--- config.mk ---
export PLATFORM = sky130hd
export DESIGN_NAME = regstr_seq
export DESIGN_NICKNAME = d
export VERILOG_FILES = /design/src/rtl/regstr_pkg.sv /design/src/rtl/regstr_swap.sv /design/src/rtl/regstr_lane.sv /design/src/rtl/regstr_seq.sv
export SDC_FILE = /design/constraint.sdc
export NUM_CORES = 1
export LEC_CHECK = 0
export ABC_CLOCK_PERIOD_IN_PS = 2500
export CORE_ASPECT_RATIO = 1.4
export CORE_MARGIN = 3
export CORE_UTILIZATION = 55
export CTS_BUF_LIST = sky130_fd_sc_hd__clkbuf_16
export DETAILED_ROUTE_END_ITERATION = 8
export DONT_BUFFER_PORTS = 1
export GPL_TIMING_DRIVEN = 0
export PLACE_DENSITY = 0.76
export SLEW_MARGIN = 20
export SYNTH_ARGS = -nofsm -noshare
export SYNTH_HDL_FRONTEND = slang
export SYNTH_SLANG_ARGS = --single-unit
export TNS_END_PERCENT = 5
--- constraint.sdc ---
create_clock -name clk -period 2.5 [get_ports clk]
set_clock_uncertainty 0.2 [all_clocks]
set_input_delay 0.25 -clock clk [delete_from_list [all_inputs] [get_ports clk]]
set_output_delay 0.25 -clock clk [all_outputs]
set_load 0.01 [all_outputs]
--- src/rtl/regstr_pkg.sv ---
// Shared constants and encodings for the register-file string sequencer.
// Assumes 32-bit registers made of four byte lanes and a 32-entry file.
package regstr_pkg;
    localparam int WORD_W     = 32;
    localparam int WORD_BYTES = WORD_W / 8;
    localparam int NUM_REGS   = 32;
    localparam int RIDX_W     = $clog2(NUM_REGS);

    typedef enum logic [1:0] {
        OP_MW_LOAD   = 2'b00,
        OP_MW_STORE  = 2'b01,
        OP_STR_LOAD  = 2'b10,
        OP_STR_STORE = 2'b11
    } op_e;

    typedef enum logic [1:0] {
        ST_IDLE,
        ST_ISSUE,
        ST_WAIT,
        ST_FINISH
    } st_e;
endpackage

--- src/rtl/regstr_swap.sv ---
// Optional byte reversal of a word. When en is high, byte lane b of the
// output takes lane BYTES-1-b of the input; otherwise data passes unchanged.
// Purely combinational; assumes the width is a whole number of bytes.
module regstr_swap #(
    parameter int BYTES = 4
) (
    input  logic               en,
    input  logic [8*BYTES-1:0] din,
    output logic [8*BYTES-1:0] dout
);
    logic [8*BYTES-1:0] rev;

    // Mirror the byte lanes.
    for (genvar b = 0; b < BYTES; b++) begin : g_lane
        assign rev[8*b +: 8] = din[8*(BYTES-1-b) +: 8];
    end

    assign dout = en ? rev : din;
endmodule

--- src/rtl/regstr_lane.sv ---
// Trailing-byte lane steering. Trailing byte idx lives in lane idx
// (little-endian) or in lane BYTES-1-idx (big-endian). Merges a loaded byte
// into the accumulator and picks the byte to store from a register.
// Combinational; assumes BYTES is a power of two.
module regstr_lane #(
    parameter int BYTES = 4,
    localparam int IW   = $clog2(BYTES),
    localparam int SW   = IW + 3
) (
    input  logic               le,
    input  logic [IW-1:0]      idx,
    input  logic [8*BYTES-1:0] acc_in,
    input  logic [7:0]         byte_in,
    input  logic [8*BYTES-1:0] reg_in,
    output logic [8*BYTES-1:0] acc_out,
    output logic [7:0]         byte_out
);
    logic [IW-1:0] lane;
    logic [SW-1:0] sh;

    // Pick the lane and turn it into a bit offset.
    always_comb begin
        lane = le ? idx : (IW'(BYTES - 1) - idx);
        sh   = {lane, 3'b000};
    end

    assign acc_out  = acc_in | ({{(8*BYTES-8){1'b0}}, byte_in} << sh);
    assign byte_out = 8'(reg_in >> sh);
endmodule

--- src/rtl/regstr_seq.sv ---
// Register-file string load/store sequencer (top).
// Accepts one command while idle, then issues memory accesses one at a time
// (valid/ready request, single-beat response) and steps through registers.
// Assumes the register file read is combinational and a write takes effect
// at the clock edge where rf_wr_en is high.
module regstr_seq
    import regstr_pkg::*;
#(
    parameter int AW = 32,
    parameter int CW = 8
) (
    input  logic              clk,
    input  logic              rst_n,
    input  logic              cmd_valid,
    output logic              cmd_ready,
    input  logic [1:0]        cmd_op,
    input  logic [RIDX_W-1:0] cmd_reg,
    input  logic [AW-1:0]     cmd_addr,
    input  logic [CW-1:0]     cmd_count,
    input  logic              cmd_le,
    output logic              mem_req_valid,
    input  logic              mem_req_ready,
    output logic              mem_req_write,
    output logic              mem_req_byte,
    output logic [AW-1:0]     mem_req_addr,
    output logic [WORD_W-1:0] mem_req_wdata,
    input  logic              mem_rsp_valid,
    input  logic [WORD_W-1:0] mem_rsp_rdata,
    output logic [RIDX_W-1:0] rf_rd_idx,
    input  logic [WORD_W-1:0] rf_rd_data,
    output logic              rf_wr_en,
    output logic [RIDX_W-1:0] rf_wr_idx,
    output logic [WORD_W-1:0] rf_wr_data,
    output logic              done
);
    localparam int IW = $clog2(WORD_BYTES);

    st_e               st_q;
    op_e               op_q;
    logic              le_q;
    logic [RIDX_W-1:0] reg_q;
    logic [AW-1:0]     addr_q;
    logic [CW-1:0]     rem_q;
    logic [IW-1:0]     tail_q;
    logic [WORD_W-1:0] acc_q;

    logic              is_str, is_store, word_step, last_tail, rsp_take;
    logic [WORD_W-1:0] load_word, store_word, acc_next;
    logic [7:0]        tail_byte;

    assign is_str    = op_q[1];
    assign is_store  = op_q[0];
    assign word_step = !is_str || (rem_q > CW'(WORD_BYTES - 1));
    assign last_tail = (rem_q == CW'(1));
    assign rsp_take  = (st_q == ST_WAIT) && mem_rsp_valid;

    regstr_swap #(.BYTES(WORD_BYTES)) u_swap_ld (
        .en(le_q), .din(mem_rsp_rdata), .dout(load_word)
    );

    regstr_swap #(.BYTES(WORD_BYTES)) u_swap_st (
        .en(le_q), .din(rf_rd_data), .dout(store_word)
    );

    regstr_lane #(.BYTES(WORD_BYTES)) u_lane (
        .le(le_q), .idx(tail_q), .acc_in(acc_q),
        .byte_in(mem_rsp_rdata[7:0]), .reg_in(rf_rd_data),
        .acc_out(acc_next), .byte_out(tail_byte)
    );

    // Sequencer state: command capture, per-access stepping and completion.
    always_ff @(posedge clk) begin
        if (!rst_n) begin
            st_q   <= ST_IDLE;
            op_q   <= OP_MW_LOAD;
            le_q   <= 1'b0;
            reg_q  <= '0;
            addr_q <= '0;
            rem_q  <= '0;
            tail_q <= '0;
            acc_q  <= '0;
        end else begin
            case (st_q)
                ST_IDLE: if (cmd_valid) begin
                    op_q   <= op_e'(cmd_op);
                    le_q   <= cmd_le;
                    reg_q  <= cmd_reg;
                    addr_q <= cmd_addr;
                    rem_q  <= cmd_count;
                    tail_q <= '0;
                    acc_q  <= '0;
                    st_q   <= (cmd_op[1] && cmd_count == '0) ? ST_FINISH : ST_ISSUE;
                end
                ST_ISSUE: if (mem_req_ready) st_q <= ST_WAIT;
                ST_WAIT: if (mem_rsp_valid) begin
                    if (word_step) begin
                        reg_q  <= reg_q + 1'b1;
                        addr_q <= addr_q + AW'(WORD_BYTES);
                        if (is_str) rem_q <= rem_q - CW'(WORD_BYTES);
                        if (is_str ? (rem_q == CW'(WORD_BYTES))
                                   : (reg_q == RIDX_W'(NUM_REGS - 1)))
                            st_q <= ST_FINISH;
                        else
                            st_q <= ST_ISSUE;
                    end else begin
                        acc_q  <= acc_next;
                        tail_q <= tail_q + 1'b1;
                        addr_q <= addr_q + AW'(1);
                        rem_q  <= rem_q - CW'(1);
                        st_q   <= last_tail ? ST_FINISH : ST_ISSUE;
                    end
                end
                default: st_q <= ST_IDLE;
            endcase
        end
    end

    // Port drive: the request comes from the state, the register write from the response.
    always_comb begin
        cmd_ready     = (st_q == ST_IDLE);
        done          = (st_q == ST_FINISH);
        mem_req_valid = (st_q == ST_ISSUE);
        mem_req_write = is_store;
        mem_req_byte  = !word_step;
        mem_req_addr  = addr_q;
        mem_req_wdata = word_step ? store_word : {{(WORD_W-8){1'b0}}, tail_byte};
        rf_rd_idx     = reg_q;
        rf_wr_idx     = reg_q;
        rf_wr_en      = rsp_take && !is_store && (word_step || last_tail);
        rf_wr_data    = word_step ? load_word : acc_next;
    end

    // Outstanding-access tracker used only by the checks below.
    logic out_q;
    always_ff @(posedge clk) begin
        if (!rst_n) out_q <= 1'b0;
        else if (mem_req_valid && mem_req_ready) out_q <= 1'b1;
        else if (mem_rsp_valid) out_q <= 1'b0;
    end

    assert_one_outstanding_R9: assert property (@(posedge clk) disable iff (!rst_n)
        mem_req_valid |-> !out_q);
    assert_req_hold_R9: assert property (@(posedge clk) disable iff (!rst_n)
        (mem_req_valid && !mem_req_ready) |=>
            (mem_req_valid && $stable(mem_req_addr) && $stable(mem_req_byte)));
    assert_tail_bytes_R3: assert property (@(posedge clk) disable iff (!rst_n)
        (mem_req_valid && mem_req_byte) |->
            (is_str && rem_q != '0 && rem_q < CW'(WORD_BYTES)));
    assert_store_no_write_R7: assert property (@(posedge clk) disable iff (!rst_n)
        rf_wr_en |-> !mem_req_write);
    assert_zero_count_R8: assert property (@(posedge clk) disable iff (!rst_n)
        (cmd_valid && cmd_ready && cmd_op[1] && cmd_count == '0) |=>
            (done && !mem_req_valid && !rf_wr_en));
    assert_done_pulse_R10: assert property (@(posedge clk) disable iff (!rst_n)
        done |=> (!done && cmd_ready));
    assert_idle_quiet_R10: assert property (@(posedge clk) disable iff (!rst_n)
        cmd_ready |-> (!rf_wr_en && !mem_req_valid));
endmodule

[Yosys cells after proc, flatten, opt, wreduce, memory -nomap -nowiden]
Cells that the tools add are included.
Operators by class
  order comparisons: 1
  add/subtract/negate cells: 7
  reductions and logical operators: 18
  bitwise operators: 1
  muxes and demuxes: 35
  equal/unequal tests: 12
  shift operators: 2
Operators by type and width (number)
  32-bit 2-to-1 mux: 10
  32-bit one-hot mux with 2 select lines: 2
  32-bit by 1-bit adder with 32-bit output (second input constant): 1
  32-bit by 3-bit adder with 32-bit output (second input constant): 1
  8-bit 2-to-1 mux: 4
  32-bit bitwise OR: 1
  8-bit by 5-bit left shift with 32-bit output: 1
  32-bit by 5-bit right shift with 8-bit output: 1
  2-bit 2-to-1 mux: 11
  8-bit one-hot mux with 2 select lines: 1
  5-bit 2-to-1 mux: 3
  4-bit AND reduction: 3
  5-bit one-hot mux with 2 select lines: 1
  8-bit by 1-bit equality test with 1-bit output (second input constant): 1
  8-bit by 3-bit equality test with 1-bit output (second input constant): 1
  8-bit by 2-bit > comparator with 1-bit output (second input constant): 1
  8-bit zero test: 1
  2-bit != test (second input constant): 4
  8-bit by 1-bit subtractor with 8-bit output (second input constant): 1
  8-bit by 3-bit subtractor with 8-bit output (second input constant): 1
  2-bit one-hot mux with 3 select lines: 1
  3-bit AND reduction: 2
  5-bit by 1-bit adder with 5-bit output (second input constant): 1
  5-bit equality test (second input constant): 1
  14 further kinds: 21
Word-level totals
  register bits after elaboration: 84
  output and inout port bits: 112
  word-level logic and storage cells: 84
  input bits: 117

[Longest topological paths before layout]
Gate-level depths: netlist (run 1).
  depth after elaboration: 7
  gate-level depth with buffers: 10

[Modules after synthesis]
Synthesis (run 1) repeated with hierarchy kept, for this count alone.
Unflattened totals
  cells, all modules: 837
  area total of the unflattened synthesis: 6915.4 um^2
By module, submodules not included
  regstr_seq: cells each 713, sequential area each 1681.6 um^2, area each 5208.7 um^2, instances 1
  regstr_swap: cells each 36, sequential area each 0.0 um^2, area each 544.3 um^2, instances 2
  regstr_lane: cells each 52, sequential area each 0.0 um^2, area each 618.1 um^2, instances 1

[Worst setup path before layout (run 1)]
Ideal clock, no wire load.
  path type: register to output
  start: reg rem_q[3]
  end: out rf_wr_data[0]
  data arrival time: 1870 ps
  cell stages (with the launch flop): 8
  setup slack: 180 ps
  required time: 2050 ps
  path through: dfxtp_1 > inv_1 > ha_1 > a21o_1 > nand3_4 > or3_4 > mux2_4 > o22ai_1
On the way
  longest elaborated chain between the ends: 3
RTL lines
  start: declaration: line regstr_seq.sv:43  | logic [CW-1:0] rem_q;
  start signal: assignment: line regstr_seq.sv:89  | rem_q <= cmd_count;
  start signal: assignment: line regstr_seq.sv:99  | if (is_str) rem_q <= rem_q - CW'(WORD_BYTES);
  start signal: assignment: line regstr_seq.sv:109  | rem_q <= rem_q - CW'(1);
  8-bit by 2-bit > comparator with 1-bit output: line regstr_seq.sv:53  | assign word_step = !is_str || (rem_q > CW'(WORD_BYTES - 1));
  1-bit logical OR: line regstr_seq.sv:53
  32-bit 2-to-1 mux: line regstr_seq.sv:130  | rf_wr_data = word_step ? load_word : acc_next;
  end: declaration: line regstr_seq.sv:33  | output logic [WORD_W-1:0] rf_wr_data,
No other way between the ends.

[Worst setup path after layout (run 1)]
  start: reg rem_q[7]
  end: out rf_wr_data[6]
The elaborated chain is that of the path after synthesis.

==> impl_results.md, run 1 <==
* Status: finished, violations left
* Violated checks: negative setup slack
* MaxCap Viol Count at 0
* Crit Path Class: register to output pin
* Non-Filler Instances at 977
* Synth Flop Type: dfxtp_1
* Post-synthesis mux area share at 12.91%
* Vias in the first global route at 6826
* Mapped Cells at 777
* HPWL Detailed at 16.71 mm
* Final core occ at 70.21%
* CTS root buf: clkbuf_16
* Seq/Total Area, Yosys at 27.76%
* CP arrival at 2250 ps
* I/O pins at 229
* Largest family of logic cells by synthesized area: compound AO/OA/AOI/OAI gates
* Gr ovfl total at 0
* Chip width at 94.70 um
* FILL cells at 867
* Crit path max fanout at 8
* Routed len/inst at 24.66 um
* Register-to-register setup slack at around 80 ps
* Post-route clock period utilization at 108.1%
* Via/cell ratio at 7.032
* Pwr Total at 0.004351 W
* Hold endpoint: rem_q[6]
* Worst hold start: cmd_count[6]
* Synth Area in XOR/XNOR at 0.9707%
* FF/Latch Area at 1697 um2
* WHS Path Cells at 2
* Area growth syn-to-layout at 22.49%
* Post-synth EDFFs at 0
* Yosys cell types at slightly below 70
* CTS Buffer Depth at 2
* Share of cells above drive strength 1 at 18.12%
* Routed wire length at ~24 mm
* Hold Slack at approximately 0.21 ps
* GRT Overall Usage at 37.15%
* Level count of the clock H-tree at 3
* Post-synthesis simple-gate area fraction at 22.24%
* Max Slew Vio Count at 0
* Syn_area_per_cell at 7.797 um2
* HP Class: input pin to register
* Least-Margin Pin Slew at approximately 790 ps
* Port Buf Inserts at 0
* Type of origin of the critical path: register
* Fmax at 369.9 MHz
* Post-Place Cells at 915
* Most frequent cells in the layout: nor2_1, dfxtp_1, mux2i_1, nand2_1, a21oi_1
* Most common cell after layout, fill and taps aside: nor2_1
* Setup slack after layout at -203.2 ps
* Starting density of the core at 57.32%
* Crit. End Element: output pin
* Overall die height at 130.2 um
* Setup violations, final at 29
* Final nets at between 900 and 1000
* Global-route wire length before repair at 35.78 mm
* CTS sink cnt at 84
* RSZ-0062 raised after global routing: true
* Routability Congestion at 0.9664
* Core box area at roughly 11000 um2
* Critical Path RT at 2050 ps
* Initial antenna violation count at 0
* Relative slew slack at a little under half
* Post-route ant nets at 0
* Post-Synth Adder-Cell Area at 2.272%
* Diodes inserted at 0
* TritonCTS Buffers at 9
* R2r worst-path depth at 8
* Synth warn at 0
* Clk_lat worst skew at 350 ps
* Clock-pin slew on the worst setup and hold paths at 70 ps
* Rows at 44
* Vias after detailed routing at 6870
* Static Leak at 2.525 nW
* DRC viols at 0
* Pwr Density at 586.3 nW/um2
* Syn nets at 905
* Area of the multi-input gates at 4358 um2
* Compound-Gate Fraction of Synth Area at 27.49%
* CTS tree: built
* Drt first-iter violations at between 500 and 600
* Peak supply drop at 348.9 uV
* Largest net degree at the start of global routing at 15
* Post-synth ARST share at 0%
* DRT Pass-1 Iters at 5
* Reg2reg end: mem_req_addr[17]
* Mapped Area at 6058 um2
* Yosys reg bits at 84
* Die ar. at roughly 12000 um2
* Reg2reg start: rem_q[2]
* Fin crit period at 2703 ps
* Final Hold Vio Count at 0
[how the worst max path moves through the flow]
stage / from / to / slack (ps) / cells past startpoint
final: rem_q[7] / rf_wr_data[6] / -200 / 5
after global routing: rem_q[2] / rf_wr_data[6] / -230 / 7
after CTS: rem_q[2] / rf_wr_data[6] / -180 / 7
after detailed placement: rem_q[3] / mem_req_wdata[30] / -270 / 9
after global placement: rem_q[3] / mem_req_wdata[30] / -260 / 9
after floorplan: rem_q[3] / rf_wr_data[0] / 180 / 7
[stage by stage]
| stage | setup WS (ps) | cell area (um2) | setup TNS, ps |
|---|---|---|---|
| floorplan | 180.0 | 6058 | 0 |
| global placement | -260.3 | 6231 | -9433 |
| detailed placement | -271.0 | 6231 | -11190 |
| CTS | -176.3 | 7257 | -4327 |
| global route | -233.7 | 7421 | -4934 |
| finish | -203.2 | 7421 | -3106 |
[cells by family (layout without fill, tap and decap cells)]
logic type      after synthesis  in the layout
compound gates              246            246
simple gates                275            275
fa+ha+maj                    11             11
flops                        84             84
mux                          66             66
buf+inv                      90            152
xor+xnor                      5              5
[metal layers]
metal | vias to the layer above | GRT usage, % | wire length, um
li1 | 3013 | - | -
met1 | 3266 | 42.78 | 8472
met2 | 478 | 62.96 | 11900
met3 | 113 | 7.612 | 2412
met4 | 0 | 22.18 | 1309
met5 | - | 0 | 0
[power breakdown]
part | internal [W] | switching (W) | leakage, nW
clock | 0.000668 | 0.000593 | 0.130
sequential | 0.00144 | 0.000212 | 0.690
combinational | 0.000550 | 0.000885 | 1.70
[critical path: stages, from the launching register on]
cell     delay [ps]
dfxtp_1         370
and2b_1         390
nand3_4         150
or3_4           370
mux2_4          390
o22ai_4         230
[Yosys cell counts, drive strengths merged, types with 19 or more instances]
library cell	number	share of area [%]
dfxtp	84	28
a22oi	35	4.3
a211oi	27	3.3
nand2	59	3.7
a21oi	56	4.8
nand3	21	2.0
inv	19	1.2
o21ai	45	3.7
mux2i	57	9.6
nor2	103	6.4
nor3	20	2.0
clkbuf	43	2.7
buf	27	2.5
[final cells by class]
| class | count | area share (%) |
|---|---|---|
| repair buffers | 46 | 5.935 |
| inverters | 20 | 1.147 |
| clock inverters | 7 | 0.6070 |
| flip-flops and latches | 84 | 22.86 |
| plain buffers | 70 | 5.362 |
| well taps | 138 | 2.327 |
| multi-input cells | 603 | 58.73 |
| clock buffers | 9 | 3.035 |
[flip-flops by register name, summed over array words and instances, names as in the netlist]
name,cells
rem_q,8
st_q,2
op_q,2
rf_rd_idx,5
le_q,1
acc_q,32
mem_req_addr,32
tail_q,2
[what timing repair did]
item | 4_1_cts | 5_1_grt
buffers inserted | 4 | 4
endpoints found under the setup margin | 71 | 113
hold endpoints to repair | 38 | 0
pin swaps | 9 | 6
cloned | 0 | 0
hold buffers | 38 | 0
gates resized for setup | 99 | 43
No activity file was read; power rests on OpenSTA's default activity.
==> run 2: changes to the inputs <==
- ABC_AREA: default -> 1
==> impl_results.md, run 2 <==
* Type of origin of the critical path: register (unchanged)
* Status: finished, violations left (unchanged)
* Peak supply drop at 439.9 uV (was 348.9 uV)
* CTS root buf: clkbuf_16 (unchanged)
* Chip width at 97.33 um (was 94.70 um)
* Via/cell ratio at 6.167 (was 7.032)
* Routability Congestion at 1.046 (was 0.9664)
* Most frequent cells in the layout: nand2_1, nor2_1, o21ai_0, dfxtp_1, a21oi_1 (was nor2_1, dfxtp_1, mux2i_1, nand2_1, a21oi_1)
* FILL cells at 1050 (was 867)
* Port Buf Inserts at 0 (unchanged)
* Global-route wire length before repair at 39.36 mm (was 35.78 mm)
* Yosys cell types at 38 (was 69)
* Yosys reg bits at 84 (unchanged)
* Diodes inserted at 0 (unchanged)
* Fmax at 395.2 MHz (was 369.9 MHz)
* Post-synth top area share at 26.18% (was 27.76%)
* Logic gate share of total power at 48.5% (was 33.0%)
* Switch share at 47.63% (was 38.87%)
* Post-Route M1 WL at 8.474 mm (was 8.472 mm)
* Met3 WL at 2.415 mm (was 2.412 mm)
* Most instantiated cells after synthesis: nand2_1, nor2_1, o21ai_0 (was nor2_1, dfxtp_1, nand2_1)
* Post-synth top area cell: dfxtp_1 (unchanged)
* Final nets at 1282 (was 962)
* Vias in the first global route at 7969 (was 6826)
* Crit path max fanout at 10 (was 8)
* Finished Cell Area at 7876 um2 (was 7421 um2)
* P_int at 0.003184 W (was 0.002660 W)
* Least-Margin Pin Slew at 911.6 ps (was 794.1 ps)
* DRT Pass-1 Iters at 5 (unchanged)
* Setup violations, final at 1 (was 29)
* Synth warn at 0 (unchanged)
* Rows at 46 (was 44)
* Flop pwr share at 31.2% (was 38.0%)
* Syn nets at 1220 (was 905)
* Top-count cell post-synth: nand2_1 (was nor2_1)
* Hold Slack at -2.836 ps (was 0.2136 ps)
* Initial antenna violation count at 0 (unchanged)
* CTS sink cnt at 84 (unchanged)
* Core box area at 11400 um2 (was 10570 um2)
* Static Leak at 3.034 nW (was 2.525 nW)
* Post-synth ARST share at 0% (unchanged)
* Relative slew slack at 39.23% (was 47.06%)
* Drt first-iter violations at 444 (was 543)
* Switching power total at 0.002896 W (was 0.001691 W)
* Main area contributors after synthesis: dfxtp_1, nand2_1, o21ai_0 (was dfxtp_1, mux2i_1, nor2_1)
* Clk pwr share at 20.3% (was 29.0%)
* Gr ovfl total at 0 (unchanged)
* Crit Path Class: register to output pin (unchanged)
* TNS Setup at -30.62 ps (was -3106 ps)
* Post-synth EDFFs at 0 (unchanged)
* Routed wire length at 25.76 mm (was 24.09 mm)
* Area growth syn-to-layout at 22.64% (was 22.49%)
* MaxCap Viol Count at 0 (unchanged)
* Critical Path RT at 2050 ps (about the same)
* GRT Overall Usage at 37.32% (was 37.15%)
* CTS tree: built (unchanged)
* Mapped Area at 6422 um2 (was 6058 um2)
* Max Slew Vio Count at 0 (unchanged)
* Seq/Total Area, Yosys at 26.18% (was 27.76%)
* Post-route clock period utilization at 101.2% (was 108.1%)
* Share of cells above drive strength 1 at 13.29% (was 18.12%)
* Fin crit period at 2531 ps (was 2703 ps)
* Clk_lat worst skew at 350 ps (about the same)
* Syn_area_per_cell at 5.881 um2 (was 7.797 um2)
* RSZ-0062 raised after global routing: true (unchanged)
* Starting density of the core at 56.36% (was 57.32%)
* HPWL Detailed at 18.49 mm (was 16.71 mm)
* CP arrival at 2080 ps (was 2250 ps)
* DRC viols at 0 (unchanged)
* TritonCTS Buffers at 9 (unchanged)
* Worst slack after detailed placement at -492.0 ps (was -271.0 ps)
* Largest net degree at the start of global routing at 14 (was 15)
* Clock-pin slew on the worst setup and hold paths at 60 ps (was 70 ps)
* Setup slack after layout at -30.62 ps (was -203.2 ps)
* Die ar. at 13030 um2 (was 12330 um2)
* Final Hold Vio Count at 1 (was 0)
* Level count of the clock H-tree at 3 (unchanged)
* Mapped Cells at 1092 (was 777)
* Vias after detailed routing at 8035 (was 6870)
* Post-route ant nets at 0 (unchanged)
* I/O pins at 229 (unchanged)
* Top Layer Used: met4 (unchanged)
* Pwr Density at 771.9 nW/um2 (was 586.3 nW/um2)
* Overall die height at 133.9 um (was 130.2 um)
* Placed Instance Area at 6603 um2 (was 6231 um2)
* Most common cell after layout, fill and taps aside: nand2_1 (was nor2_1)
* Violated checks: negative hold slack, negative setup slack (was negative setup slack)
* Routed len/inst at 19.77 um (was 24.66 um)
* HP Class: input pin to register (unchanged)
* FF/Latch Area at 1683 um2 (was 1697 um2)
* Met2 Wirelength at 13.03 mm (was 11.90 mm)
* CTS Buffer Depth at 2 (unchanged)
* Crit. End Element: output pin (unchanged)
* Area of the multi-input gates at 4476 um2 (was 4358 um2)
* Synth Flop Type: dfxtp_1 (unchanged)
==> run 2: worst max-delay path, stage by stage (launching register included) <==
cell     delay [ps]
dfxtp_1         330
buf_6           170
xor2_4          250
buf_2           300
o21ai_0         180
o22ai_1         200
nor2_1           80
a31oi_2         220
==> run 2: final timing paths <==
| check | slack, ps | from | to | cells after the start |
|---|---|---|---|---|
| worst max register to register | 120 | st_q[1] | mem_req_addr[2] | 12 |
| worst min-delay path | -3 | cmd_addr[24] | mem_req_addr[24] | 4 |
| worst max-delay path | -30 | le_q | mem_req_wdata[2] | 7 |
| worst min register to register | 300 | acc_q[27] | acc_q[27] | 2 |
==> run 2: kinds of logic (layout without fill, tap and decap cells) <==
family / count (synthesis) / in the layout / synth area share (%)
and+or+nand+nor: 521 / 521 / 32.75
adders and majority gates: 11 / 11 / 2.143
xor gates and xnor gates: 11 / 11 / 1.500
DFF: 84 / 84 / 26.18
buffers and inverters: 156 / 223 / 9.994
AOI/OAI and AO/OA: 309 / 309 / 27.43
==> run 2: repair_timing <==
| action | in CTS | in global routing |
|---|---|---|
| resized for setup | 110 | 64 |
| setup endpoints to repair | 85 | 82 |
| pin swaps | 1 | 4 |
| gates cloned | 0 | 0 |
| setup buffers | 1 | 2 |
| hold endpoints to repair | 47 | 0 |
| hold buffers | 48 | 0 |
==> run 2: area by class of cell <==
cell class | instances | share of cell area, %
inverters | 83 | 4.019
clock buffers | 9 | 2.859
flip-flops and latches | 84 | 21.37
repair buffers | 51 | 6.386
well taps | 144 | 2.288
plain buffers | 73 | 5.782
clock inverters | 7 | 0.4766
multi-input cells | 852 | 56.82
==> run 2: power groups by stage <==
| stage | Combinational (W) | Clock [W] | Sequential [W] |
|---|---|---|---|
| finish | 0.00295 | 0.00123 | 0.00190 |
| global route | 0.00321 | 0.00128 | 0.00192 |
| CTS | 0.00277 | 0.00123 | 0.00188 |
| detailed placement | 0.00247 | 0 | 0.00191 |
| global placement | 0.00245 | 0 | 0.00190 |
| floorplan | 0.00188 | 0 | 0.00181 |
==> run 2: routing by layer <==
metal | GRT usage [%] | up-vias
li1 | - | 3763
met2 | 67.90 | 543
met4 | 28.10 | 0
met3 | 8.377 | 137
met1 | 36.57 | 3592
met5 | 0 | -
==> run 2: stage by stage <==
stage | utilization [%] | power, W | std cells
2_1_floorplan | - | 0.003693 | 1092
3_3_place_gp | 57.94 | 0.004355 | 1236
3_5_place_dp | 57.94 | 0.004381 | 1236
4_1_cts | 67.65 | 0.005882 | 1301
5_1_grt | 69.12 | 0.006419 | 1303
6_report | 69.12 | 0.006080 | 1303
==> run 3: changes to the inputs <==
- CTS_BUF_LIST: sky130_fd_sc_hd__clkbuf_16 -> sky130_fd_sc_hd__clkbuf_4
==> impl_results.md, run 3 (synthesis results as in run 2) <==
* Status: finished, violations left (unchanged)
* Violated checks: negative setup slack (was negative hold slack, negative setup slack)
* Reg2reg end: mem_req_addr[2] (unchanged)
* Finished Cell Area at 8315 um2 (was 7876 um2)
* Routed len/inst at 20.33 um (was 19.77 um)
* Crit path max fanout at 7 (was 10)
* Post-route clock period utilization at 102.4% (was 101.2%)
* Relative slew slack at 52.49% (was 39.23%)
* GRT Overall Usage at 38.39% (was 37.32%)
* Least-Margin Pin Slew at 712.6 ps (was 911.6 ps)
* Level count of the clock H-tree at 3 (unchanged)
* Reg2reg start: st_q[1] (unchanged)
* DRT Pass-1 Iters at 6 (was 5)
* Clk_lat worst skew at 450 ps (was 350 ps)
* Share of cells above drive strength 1 at 17.97% (was 13.29%)
* Vias after detailed routing at 8315 (was 8035)
* Post-route ant nets at 0 (unchanged)
* Most frequent cells in the layout: nand2_1, nor2_1, o21ai_0, dfxtp_1, inv_1 (was nand2_1, nor2_1, o21ai_0, dfxtp_1, a21oi_1)
* Crit. End Element: output pin (unchanged)
* Global Route met3 Usage at 7.908% (was 8.377%)
* Crit path launch: le_q (unchanged)
* Largest net degree at the start of global routing at 14 (unchanged)
* Area growth syn-to-layout at 29.48% (was 22.64%)
* Routability Congestion at 1.046 (unchanged)
* Core box area at 11400 um2 (unchanged)
* HP Class: input pin to register (unchanged)
* Global-route wire length before repair at 40.34 mm (was 39.36 mm)
* DRC viols at 0 (unchanged)
* Peak supply drop at 513.5 uV (was 439.9 uV)
* Hold Slack at 42.18 ps (was -2.836 ps)
* Crit Path Class: register to output pin (unchanged)
* I/O pins at 229 (unchanged)
* Fmax at 390.8 MHz (was 395.2 MHz)
* MaxCap Viol Count at 0 (unchanged)
* Final core occ at 72.97% (was 69.12%)
* Vias in the first global route at 8103 (was 7969)
* Critical Path RT at 2050 ps (about the same)
* CTS root buf: clkbuf_4 (was clkbuf_16)
* RSZ-0062 raised after global routing: true (unchanged)
* Placed Instance Area at 6603 um2 (unchanged)
* Initial antenna violation count at 1 (was 0)
* CTS tree: built (unchanged)
* R2r worst-path depth at 13 (was 12)
* Final nets at 1314 (was 1282)
* Hold endpoint: acc_q[27] (was mem_req_addr[24])
* Clock-pin slew on the worst setup and hold paths at 150 ps (was 60 ps)
* CP arrival at 2110 ps (was 2080 ps)
* Final Hold Vio Count at 0 (was 1)
* Met2 Track Usage GR at 69.70% (was 67.90%)
* CTS Buffer Depth at 2 (unchanged)
* Via/cell ratio at 6.224 (was 6.167)
* Worst hold start: mem_rsp_rdata[3] (was cmd_addr[24])
* Chip width at 97.33 um (unchanged)
* Setup violations, final at 2 (was 1)
* Global routing usage on met1 at 37.53% (was 36.57%)
* Routed wire length at 27.16 mm (was 25.76 mm)
* Max Slew Vio Count at 0 (unchanged)
* Most common cell after layout, fill and taps aside: nand2_1 (unchanged)
* WHS Path Cells at 4 (unchanged)
* Port Buf Inserts at 0 (unchanged)
* Starting density of the core at 56.36% (unchanged)
* Die ar. at 13030 um2 (unchanged)
* Drt first-iter violations at 670 (was 444)
* Static Leak at 3.193 nW (was 3.034 nW)
* Fin crit period at 2559 ps (was 2531 ps)
* Overall die height at 133.9 um (unchanged)
* GR peak layer: met2 (unchanged)
* HPWL Detailed at 18.49 mm (unchanged)
* TritonCTS Buffers at 9 (unchanged)
* Rows at 46 (unchanged)
* Gr ovfl total at 0 (unchanged)
* Setup slack after layout at -58.99 ps (was -30.62 ps)
* Type of origin of the critical path: register (unchanged)
* Pwr Density at 719.0 nW/um2 (was 771.9 nW/um2)
* CTS sink cnt at 84 (unchanged)
* Register-to-register setup slack at 80 ps (was 120 ps)
==> run 3: cell count changes in the layout (fill, tap and decap cells not counted), sizes merged <==
cell,change
buf,+26
diode,+1
clkbuf,-4
inv,-3
dlygate4sd3,+13
==> run 3: how the worst max path moves through the flow <==
stage	end	slack, ps
finish	mem_req_wdata[1]	-60
global route	mem_req_wdata[1]	-70
CTS	mem_req_wdata[0]	-110
detailed placement	mem_req_wdata[0]	-490
global placement	mem_req_wdata[0]	-500
floorplan	mem_req_wdata[0]	200
==> run 3: repair_timing <==
item / in CTS / in global routing
endpoints found under the hold margin: 78 / 0
pin swaps: 2 / 8
hold buffers: 61 / 0
buffers inserted: 5 / 15
gates resized for setup: 171 / 85
cloned: 1 / 1
endpoints found under the setup margin: 99 / 104
==> run 3: power breakdown <==
part,total [W],switching [W],internal (W)
logic,0.00333,0.00213,0.00120
registers,0.00190,0.000369,0.00153
clock network,0.000745,0.000507,0.000238
total,0.00598,0.00300,0.00297
==> run 3: per-stage QoR <==
step           worst slack [ps]  TNS [ps]  power [W]  cells
2_1_floorplan             202.6         0   0.003693   1092
3_3_place_gp             -497.8    -21440   0.004355   1236
3_5_place_dp             -492.0    -21470   0.004381   1236
4_1_cts                  -106.2     -1450   0.005581   1319
5_1_grt                  -66.01    -827.0   0.006297   1336
6_report                 -58.99    -97.04   0.005979   1336
==> run 3: area by class of cell <==
class | instances | area (um2)
diodes | 1 | 2.502
clock buffers | 12 | 90.09
inverters | 83 | 326.6
plain buffers | 73 | 540.5
flip-flops and latches | 84 | 1689
fillers | 950 | 3080
clock inverters | 4 | 26.28
well taps | 144 | 180.2
multi-input cells | 852 | 4681
repair buffers | 83 | 779.5
==> run 3: critical path, stage by stage, from the launching register on <==
cell and delay, ps:
dfxtp_2 360, buf_8 140, inv_4 100, nand2_2 70, nand2_4 100, inv_4 60
buf_6 120, o21ai_1 320, o22ai_1 160, nor2_1 140, a31oi_2 70
==> run 3: layer usage <==
metal / vias up / routed length, um
met1: 3710 / 8645
met3: 171 / 2688
met4: 0 / 2148
met5: - / 0
li1: 3829 / -
met2: 605 / 13670
